[src/rtl/sram_ctrl_pkg.sv]
package sram_ctrl_pkg;

    typedef enum logic [2:0] {
        ST_IDLE    = 3'd0,
        ST_RD_ACC  = 3'd1,
        ST_WR_ASU  = 3'd2,
        ST_WR_TURN = 3'd3,
        ST_WR_DRV  = 3'd4,
        ST_WR_HOLD = 3'd5
    } seq_state_e;

    typedef struct packed {
        logic sel_n;
        logic sel;
        logic oe_n;
        logic we_n;
        logic drive;
    } bus_ctl_t;

    function automatic bus_ctl_t ctl_for_state(input seq_state_e s);
        bus_ctl_t c;
        c = '{sel_n: 1'b1, sel: 1'b0, oe_n: 1'b1, we_n: 1'b1, drive: 1'b0};
        case (s)
            ST_RD_ACC: begin
                c.sel_n = 1'b0; c.sel = 1'b1; c.oe_n = 1'b0;
            end
            ST_WR_ASU: begin
                c.sel_n = 1'b0; c.sel = 1'b1;
            end
            ST_WR_TURN: begin
                c.sel_n = 1'b0; c.sel = 1'b1; c.we_n = 1'b0;
            end
            ST_WR_DRV: begin
                c.sel_n = 1'b0; c.sel = 1'b1; c.we_n = 1'b0; c.drive = 1'b1;
            end
            ST_WR_HOLD: begin
                c.sel_n = 1'b0; c.sel = 1'b1; c.drive = 1'b1;
            end
            default: ;
        endcase
        return c;
    endfunction

    function automatic int unsigned max_u(input int unsigned a, input int unsigned b);
        return (a > b) ? a : b;
    endfunction

    function automatic int unsigned span_bits(input int unsigned n);
        return (n < 2) ? 1 : $clog2(n + 1);
    endfunction

endpackage

[src/rtl/sram_interval_timer.sv]
module sram_interval_timer #(
    parameter int unsigned CNT_W = 3
) (
    input  logic             clk,
    input  logic             rst,
    input  logic             load,
    input  logic [CNT_W-1:0] load_val,
    output logic             expired
);
    logic [CNT_W-1:0] cnt_q;

    always_ff @(posedge clk) begin
        if (rst) begin
            cnt_q <= '0;
        end else if (load) begin
            cnt_q <= load_val;
        end else if (cnt_q != '0) begin
            cnt_q <= cnt_q - 1'b1;
        end
    end

    assign expired = (cnt_q == '0);
endmodule

[src/rtl/sram_seq_fsm.sv]
module sram_seq_fsm
    import sram_ctrl_pkg::*;
#(
    parameter int unsigned CNT_W    = 3,
    parameter int unsigned RD_LEN   = 4,
    parameter int unsigned ASU_LEN  = 1,
    parameter int unsigned TURN_LEN = 2,
    parameter int unsigned DRV_LEN  = 2
) (
    input  logic             clk,
    input  logic             rst,
    input  logic             req,
    input  logic             req_wr,
    input  logic             expired,
    output seq_state_e       state_d,
    output logic             load,
    output logic [CNT_W-1:0] load_val,
    output logic             accept,
    output logic             finish,
    output logic             capture
);
    seq_state_e state_q;

    always_ff @(posedge clk) begin
        if (rst) state_q <= ST_IDLE;
        else     state_q <= state_d;
    end

    always_comb begin
        state_d  = state_q;
        load     = 1'b0;
        load_val = '0;
        accept   = 1'b0;
        finish   = 1'b0;
        capture  = 1'b0;
        case (state_q)
            ST_IDLE: begin
                if (req) begin
                    accept = 1'b1;
                    load   = 1'b1;
                    if (req_wr) begin
                        state_d  = ST_WR_ASU;
                        load_val = CNT_W'(ASU_LEN - 1);
                    end else begin
                        state_d  = ST_RD_ACC;
                        load_val = CNT_W'(RD_LEN - 1);
                    end
                end
            end
            ST_RD_ACC: begin
                if (expired) begin
                    state_d = ST_IDLE;
                    finish  = 1'b1;
                    capture = 1'b1;
                end
            end
            ST_WR_ASU: begin
                if (expired) begin
                    state_d  = ST_WR_TURN;
                    load     = 1'b1;
                    load_val = CNT_W'(TURN_LEN - 1);
                end
            end
            ST_WR_TURN: begin
                if (expired) begin
                    state_d  = ST_WR_DRV;
                    load     = 1'b1;
                    load_val = CNT_W'(DRV_LEN - 1);
                end
            end
            ST_WR_DRV: begin
                if (expired) begin
                    state_d = ST_WR_HOLD;
                    load    = 1'b1;
                end
            end
            ST_WR_HOLD: begin
                state_d = ST_IDLE;
                finish  = 1'b1;
            end
            default: state_d = ST_IDLE;
        endcase
    end
endmodule

[src/rtl/sram_bus_path.sv]
module sram_bus_path
    import sram_ctrl_pkg::*;
#(
    parameter int unsigned ADDR_W = 17,
    parameter int unsigned DATA_W = 8
) (
    input  logic              clk,
    input  logic              rst,
    input  seq_state_e        state_d,
    input  logic              accept,
    input  logic              finish,
    input  logic              capture,
    input  logic [ADDR_W-1:0] req_addr,
    input  logic [DATA_W-1:0] req_wdata,
    input  logic [DATA_W-1:0] mem_dq_in,
    output logic [ADDR_W-1:0] mem_addr,
    output logic              mem_ce_n,
    output logic              mem_ce,
    output logic              mem_oe_n,
    output logic              mem_we_n,
    output logic [DATA_W-1:0] mem_dq_out,
    output logic              mem_dq_oe,
    output logic              ack,
    output logic [DATA_W-1:0] rdata
);
    bus_ctl_t          ctl_q;
    logic [ADDR_W-1:0] addr_q;
    logic [DATA_W-1:0] wdata_q;
    logic [DATA_W-1:0] rdata_q;
    logic              ack_q;

    always_ff @(posedge clk) begin
        if (rst) begin
            ctl_q   <= ctl_for_state(ST_IDLE);
            addr_q  <= '0;
            wdata_q <= '0;
            rdata_q <= '0;
            ack_q   <= 1'b0;
        end else begin
            ctl_q <= ctl_for_state(state_d);
            ack_q <= finish;
            if (accept) begin
                addr_q  <= req_addr;
                wdata_q <= req_wdata;
            end
            if (capture) begin
                rdata_q <= mem_dq_in;
            end
        end
    end

    assign mem_addr   = addr_q;
    assign mem_ce_n   = ctl_q.sel_n;
    assign mem_ce     = ctl_q.sel;
    assign mem_oe_n   = ctl_q.oe_n;
    assign mem_we_n   = ctl_q.we_n;
    assign mem_dq_oe  = ctl_q.drive;
    assign mem_dq_out = wdata_q;
    assign ack        = ack_q;
    assign rdata      = rdata_q;
endmodule

[src/rtl/sram_async_ctrl.sv]
module sram_async_ctrl
    import sram_ctrl_pkg::*;
#(
    parameter int unsigned ADDR_W         = 17,
    parameter int unsigned DATA_W         = 8,
    parameter int unsigned RD_ACCESS_CYC  = 4,
    parameter int unsigned ADDR_SETUP_CYC = 1,
    parameter int unsigned WE_PULSE_CYC   = 3,
    parameter int unsigned DATA_SETUP_CYC = 2,
    parameter int unsigned TURN_CYC       = 2
) (
    input  logic              clk,
    input  logic              rst,
    input  logic              req,
    input  logic              req_wr,
    input  logic [ADDR_W-1:0] req_addr,
    input  logic [DATA_W-1:0] req_wdata,
    output logic              ack,
    output logic [DATA_W-1:0] rdata,
    output logic [ADDR_W-1:0] mem_addr,
    output logic              mem_ce_n,
    output logic              mem_ce,
    output logic              mem_oe_n,
    output logic              mem_we_n,
    output logic [DATA_W-1:0] mem_dq_out,
    output logic              mem_dq_oe,
    input  logic [DATA_W-1:0] mem_dq_in
);
    localparam int unsigned PULSE_REST = (WE_PULSE_CYC > TURN_CYC) ? (WE_PULSE_CYC - TURN_CYC) : 1;
    localparam int unsigned DRV_CYC    = max_u(DATA_SETUP_CYC, PULSE_REST);
    localparam int unsigned LONGEST    = max_u(max_u(RD_ACCESS_CYC, ADDR_SETUP_CYC), max_u(TURN_CYC, DRV_CYC));
    localparam int unsigned CNT_W      = span_bits(LONGEST);

    seq_state_e       state_d;
    logic             load;
    logic [CNT_W-1:0] load_val;
    logic             expired;
    logic             accept;
    logic             finish;
    logic             capture;

    sram_interval_timer #(.CNT_W(CNT_W)) timer_i (
        .clk      (clk),
        .rst      (rst),
        .load     (load),
        .load_val (load_val),
        .expired  (expired)
    );

    sram_seq_fsm #(
        .CNT_W    (CNT_W),
        .RD_LEN   (RD_ACCESS_CYC),
        .ASU_LEN  (ADDR_SETUP_CYC),
        .TURN_LEN (TURN_CYC),
        .DRV_LEN  (DRV_CYC)
    ) fsm_i (
        .clk      (clk),
        .rst      (rst),
        .req      (req),
        .req_wr   (req_wr),
        .expired  (expired),
        .state_d  (state_d),
        .load     (load),
        .load_val (load_val),
        .accept   (accept),
        .finish   (finish),
        .capture  (capture)
    );

    sram_bus_path #(.ADDR_W(ADDR_W), .DATA_W(DATA_W)) path_i (
        .clk        (clk),
        .rst        (rst),
        .state_d    (state_d),
        .accept     (accept),
        .finish     (finish),
        .capture    (capture),
        .req_addr   (req_addr),
        .req_wdata  (req_wdata),
        .mem_dq_in  (mem_dq_in),
        .mem_addr   (mem_addr),
        .mem_ce_n   (mem_ce_n),
        .mem_ce     (mem_ce),
        .mem_oe_n   (mem_oe_n),
        .mem_we_n   (mem_we_n),
        .mem_dq_out (mem_dq_out),
        .mem_dq_oe  (mem_dq_oe),
        .ack        (ack),
        .rdata      (rdata)
    );
endmodule

[config.mk]
export PLATFORM = sky130hd
export DESIGN_NAME = sram_async_ctrl
export DESIGN_NICKNAME = d
export VERILOG_FILES = /design/src/rtl/sram_ctrl_pkg.sv /design/src/rtl/sram_interval_timer.sv /design/src/rtl/sram_seq_fsm.sv /design/src/rtl/sram_bus_path.sv /design/src/rtl/sram_async_ctrl.sv
export SDC_FILE = /design/constraint.sdc
export NUM_CORES = 1
export LEC_CHECK = 0
export BUFFER_PORTS_ARGS = -buffer_cell sky130_fd_sc_hd__buf_2
export CAP_MARGIN = 0
export CORE_MARGIN = 3
export CORE_UTILIZATION = 40
export DETAILED_ROUTE_END_ITERATION = 10
export GPL_TIMING_DRIVEN = 1
export PLACE_DENSITY = 0.69
export SETUP_SLACK_MARGIN = 0.1
export SYNTH_ARGS = -nofsm -noshare
export SYNTH_HDL_FRONTEND = slang
export SYNTH_SLANG_ARGS = --single-unit
[constraint.sdc]
create_clock -name clk -period 4.8 [get_ports clk]
set_input_delay 1.2 -clock clk [delete_from_list [all_inputs] [get_ports clk]]
set_output_delay 1.2 -clock clk [all_outputs]
set_load 0.03 [all_outputs]
==> results.yml <==
status:
  status: "finished clean"
yosys:
  yosys_warnings: 0
  yosys-top-cells-count: "54 x nand2_1, 45 x dfxtp_1, 30 x a21oi_1"
  synthFlopType: "dfxtp_1"
  synth.most_common_cell: "nand2_1"
  ys_seq_area_share_pct: 52.0
  synth_edf_count: 0
  synth.top_cell.area_share_pct: 52.0
  synthArstFlopShare_pct: 0
  synth_fp_nets: 240
  synth_top_area_cell: "dfxtp_1"
  yosysUniqueCellTypes: 32
  syn_avg_cell_area_um2: 8.62
  synthesis.area_um2: 1730
  ys_ff_latch: 45
  syn_inst: 201
  synth.area.top_cells: "dfxtp_1 52%, nand2_1 12%, a21oi_1 8.7%"
layout:
  syn_to_final_growth_pct: 28.4
  fill_cells: 387
  drive_above_1_share_pct: 32.6
  stdcell_area_um2: 2220
  final_cells: 320
  num-nets-final: 308
  diodes: 0
worst_hold_path:
  hold_depth: 2
  hp-class: "reg2reg"
setup_path:
  critPathRequiredTime_ns: 5.01
  cp-end-kind: "register"
  reg2regPathDepth: 4
  worstPathMaxFanout: 26
  path_buf_inv: 1
  path_depth: 5
  crit_family: "simple AND/OR/NAND/NOR gates"
  startpoint_type: "primary input"
  path_cells: "buf_2 > or4b_1 > nor2_4 > a21oi_1 > a311oi_1"
  slowest_stage: "or4b_1"
  cp.arrival_ns: 2.69
  critPathKind: "in2reg"
  cpPeakStageDelay_ns: 0.86
timing:
  setup-violations-final: 0
  worst_pin_slew_ns: 0.897
  rsz0062_at_grt: "no"
  tns_ns: 0
  fin_crit_sh_pct: 51.7
  fin_crit_ns: 2.48
  hold_ws_ns: 0.456
  max_slew_margin_pct: 40.2
  max_freq_mhz: 403
  finClkSkew_ns: 0.00390
  final_hold_viol_count: 0
  maxSlewViolCount: 0
power_and_ir_drop:
  p_sw_uw: 406
  internal_power_uw: 738
  clock_power_share_pct: 25.4
  sw_frac_of_total_pct: 35.5
  p_leak_nw: 1.07
  total_power_mw: 1.14
  vdd_drop_max_mv: 0.225
  powerDensity_nw_per_um2: 514
  sequentialPowerShare_pct: 41.2
  combPwrFrac_pct: 33.4
die:
  die_area_um2: 5150
  io_pins: 76
  core_area_um2: 4090
  start_util_pct: 42.4
  rows: 23
  die_h_um: 71.8
  die_w_um: 71.8
route:
  first_pass_iters: 4
  drc: 0
  drtIter0Drc: 48
  routed_via_density: 4.78
  wl_per_cell_um: 11.5
  detail-route-antenna-nets: 0
  drt_wl_total_mm: 3.67
  vias: 1529
cts:
  root_buffer: "clkbuf_8"
  clk_pin_slew_ns: 0.08
  cts_resized: 0
  postCtsSetupBuffers: 0
  clk_latency_ns: 0.29
  cts_hold_buf: 0
  tritoncts: "yes"
  clock-sinks: 45
  cts_buffer_depth: 2
  cts_buffers: 5
  htreeDepth: 2
place:
  dp_cells: 312
  dpl.hpwl_mm: 2.58
  gp_congestion: 0.784
  port_buffers: 75
  dpl-instance-area_um2: 2110
flow_run:
  max_cap_violations: 0
global_routing:
  grt_pass1_vias: 1364
  grt_pass1_wl_mm: 6.07
  antenna_found_initial: 0
  grt_usage_pct: 14.7
  gr-total-overflow: 0
  grt_max_degree: 42
cell families after synthesis:
family	Yosys count	share of synthesized area [%]
DFF	45	52.0
adders and majority gates	2	1.44
buffers and inverters	18	4.70
and+or+nand+nor	86	23.1
muxes	8	4.62
AOI/OAI and AO/OA	40	13.2
xor gates and xnor gates	2	1.01
per-stage QoR:
step | setup WS, ns | utilization [%]
global placement | 2.00 | 51.6
detailed placement | 1.97 | 51.6
global route | 2.20 | 54.4
CTS | 2.28 | 54.4
floorplan | 2.57 | -
finish | 2.32 | 54.4
placed cells by master, fill, tap and decap left out, types with 2 or more instances in the layout:
cell,synthesis,final
nand2_1,54,54
inv_1,3,3
a21oi_1,30,30
ha_1,2,2
xnor2_1,2,2
buf_2,5,75
clkbuf_8,0,6
o21ai_0,4,4
nor3_1,2,2
mux2i_1,8,8
dfxtp_1,45,45
nand2b_1,3,3
nor2_1,16,16
power groups by stage:
| stage | Combinational [mW] | Clock [mW] | Sequential [mW] |
|---|---|---|---|
| after floorplan | 0.221 | 0 | 0.555 |
| after global placement | 0.383 | 0 | 0.478 |
| after detailed placement | 0.385 | 0 | 0.479 |
| after CTS | 0.387 | 0.298 | 0.471 |
| after global routing | 0.424 | 0.317 | 0.480 |
| final | 0.382 | 0.291 | 0.471 |
cell type report:
type                       count  area, um2  area share, %
tap                           50       62.6           2.81
sequential                    45        901           40.5
multi-input combinational    138        749           33.7
timing repair buffer          76        383           17.2
inverter                       3       11.3          0.506
clock buffer                   7       86.3           3.88
clock inverter                 1       30.0           1.35
final timing paths:
check	from	to	slack, ns
worst min register to register	path_i.mem_addr[13]	path_i.mem_addr[13]	0.46
worst max-delay path	req	timer_i.cnt_q[1]	2.32
worst max register to register	fsm_i.state_q[0]	timer_i.cnt_q[1]	2.80
worst min-delay path	path_i.mem_addr[13]	path_i.mem_addr[13]	0.46
sequential cells by signal, summed over array words and instances (netlist names), 3 cells and up:
register	cells
timer_i.cnt_q	3
path_i.rdata	8
path_i.mem_addr	17
fsm_i.state_q	3
path_i.mem_dq_out	8
routing by layer:
layer,GRT usage (%),vias to the layer above,wire [um]
met5,0,-,0
met4,4.38,0,34
met1,18.7,668,1680
li1,-,801,-
met3,5.33,5,356
met2,23.3,55,1590
tightest hold or removal path, stage by stage (launching register included):
cell and delay (ns):
dfxtp_1 0.31, nand2_1 0.05, a21oi_1 0.05
Power figures use the tool's default switching activity.
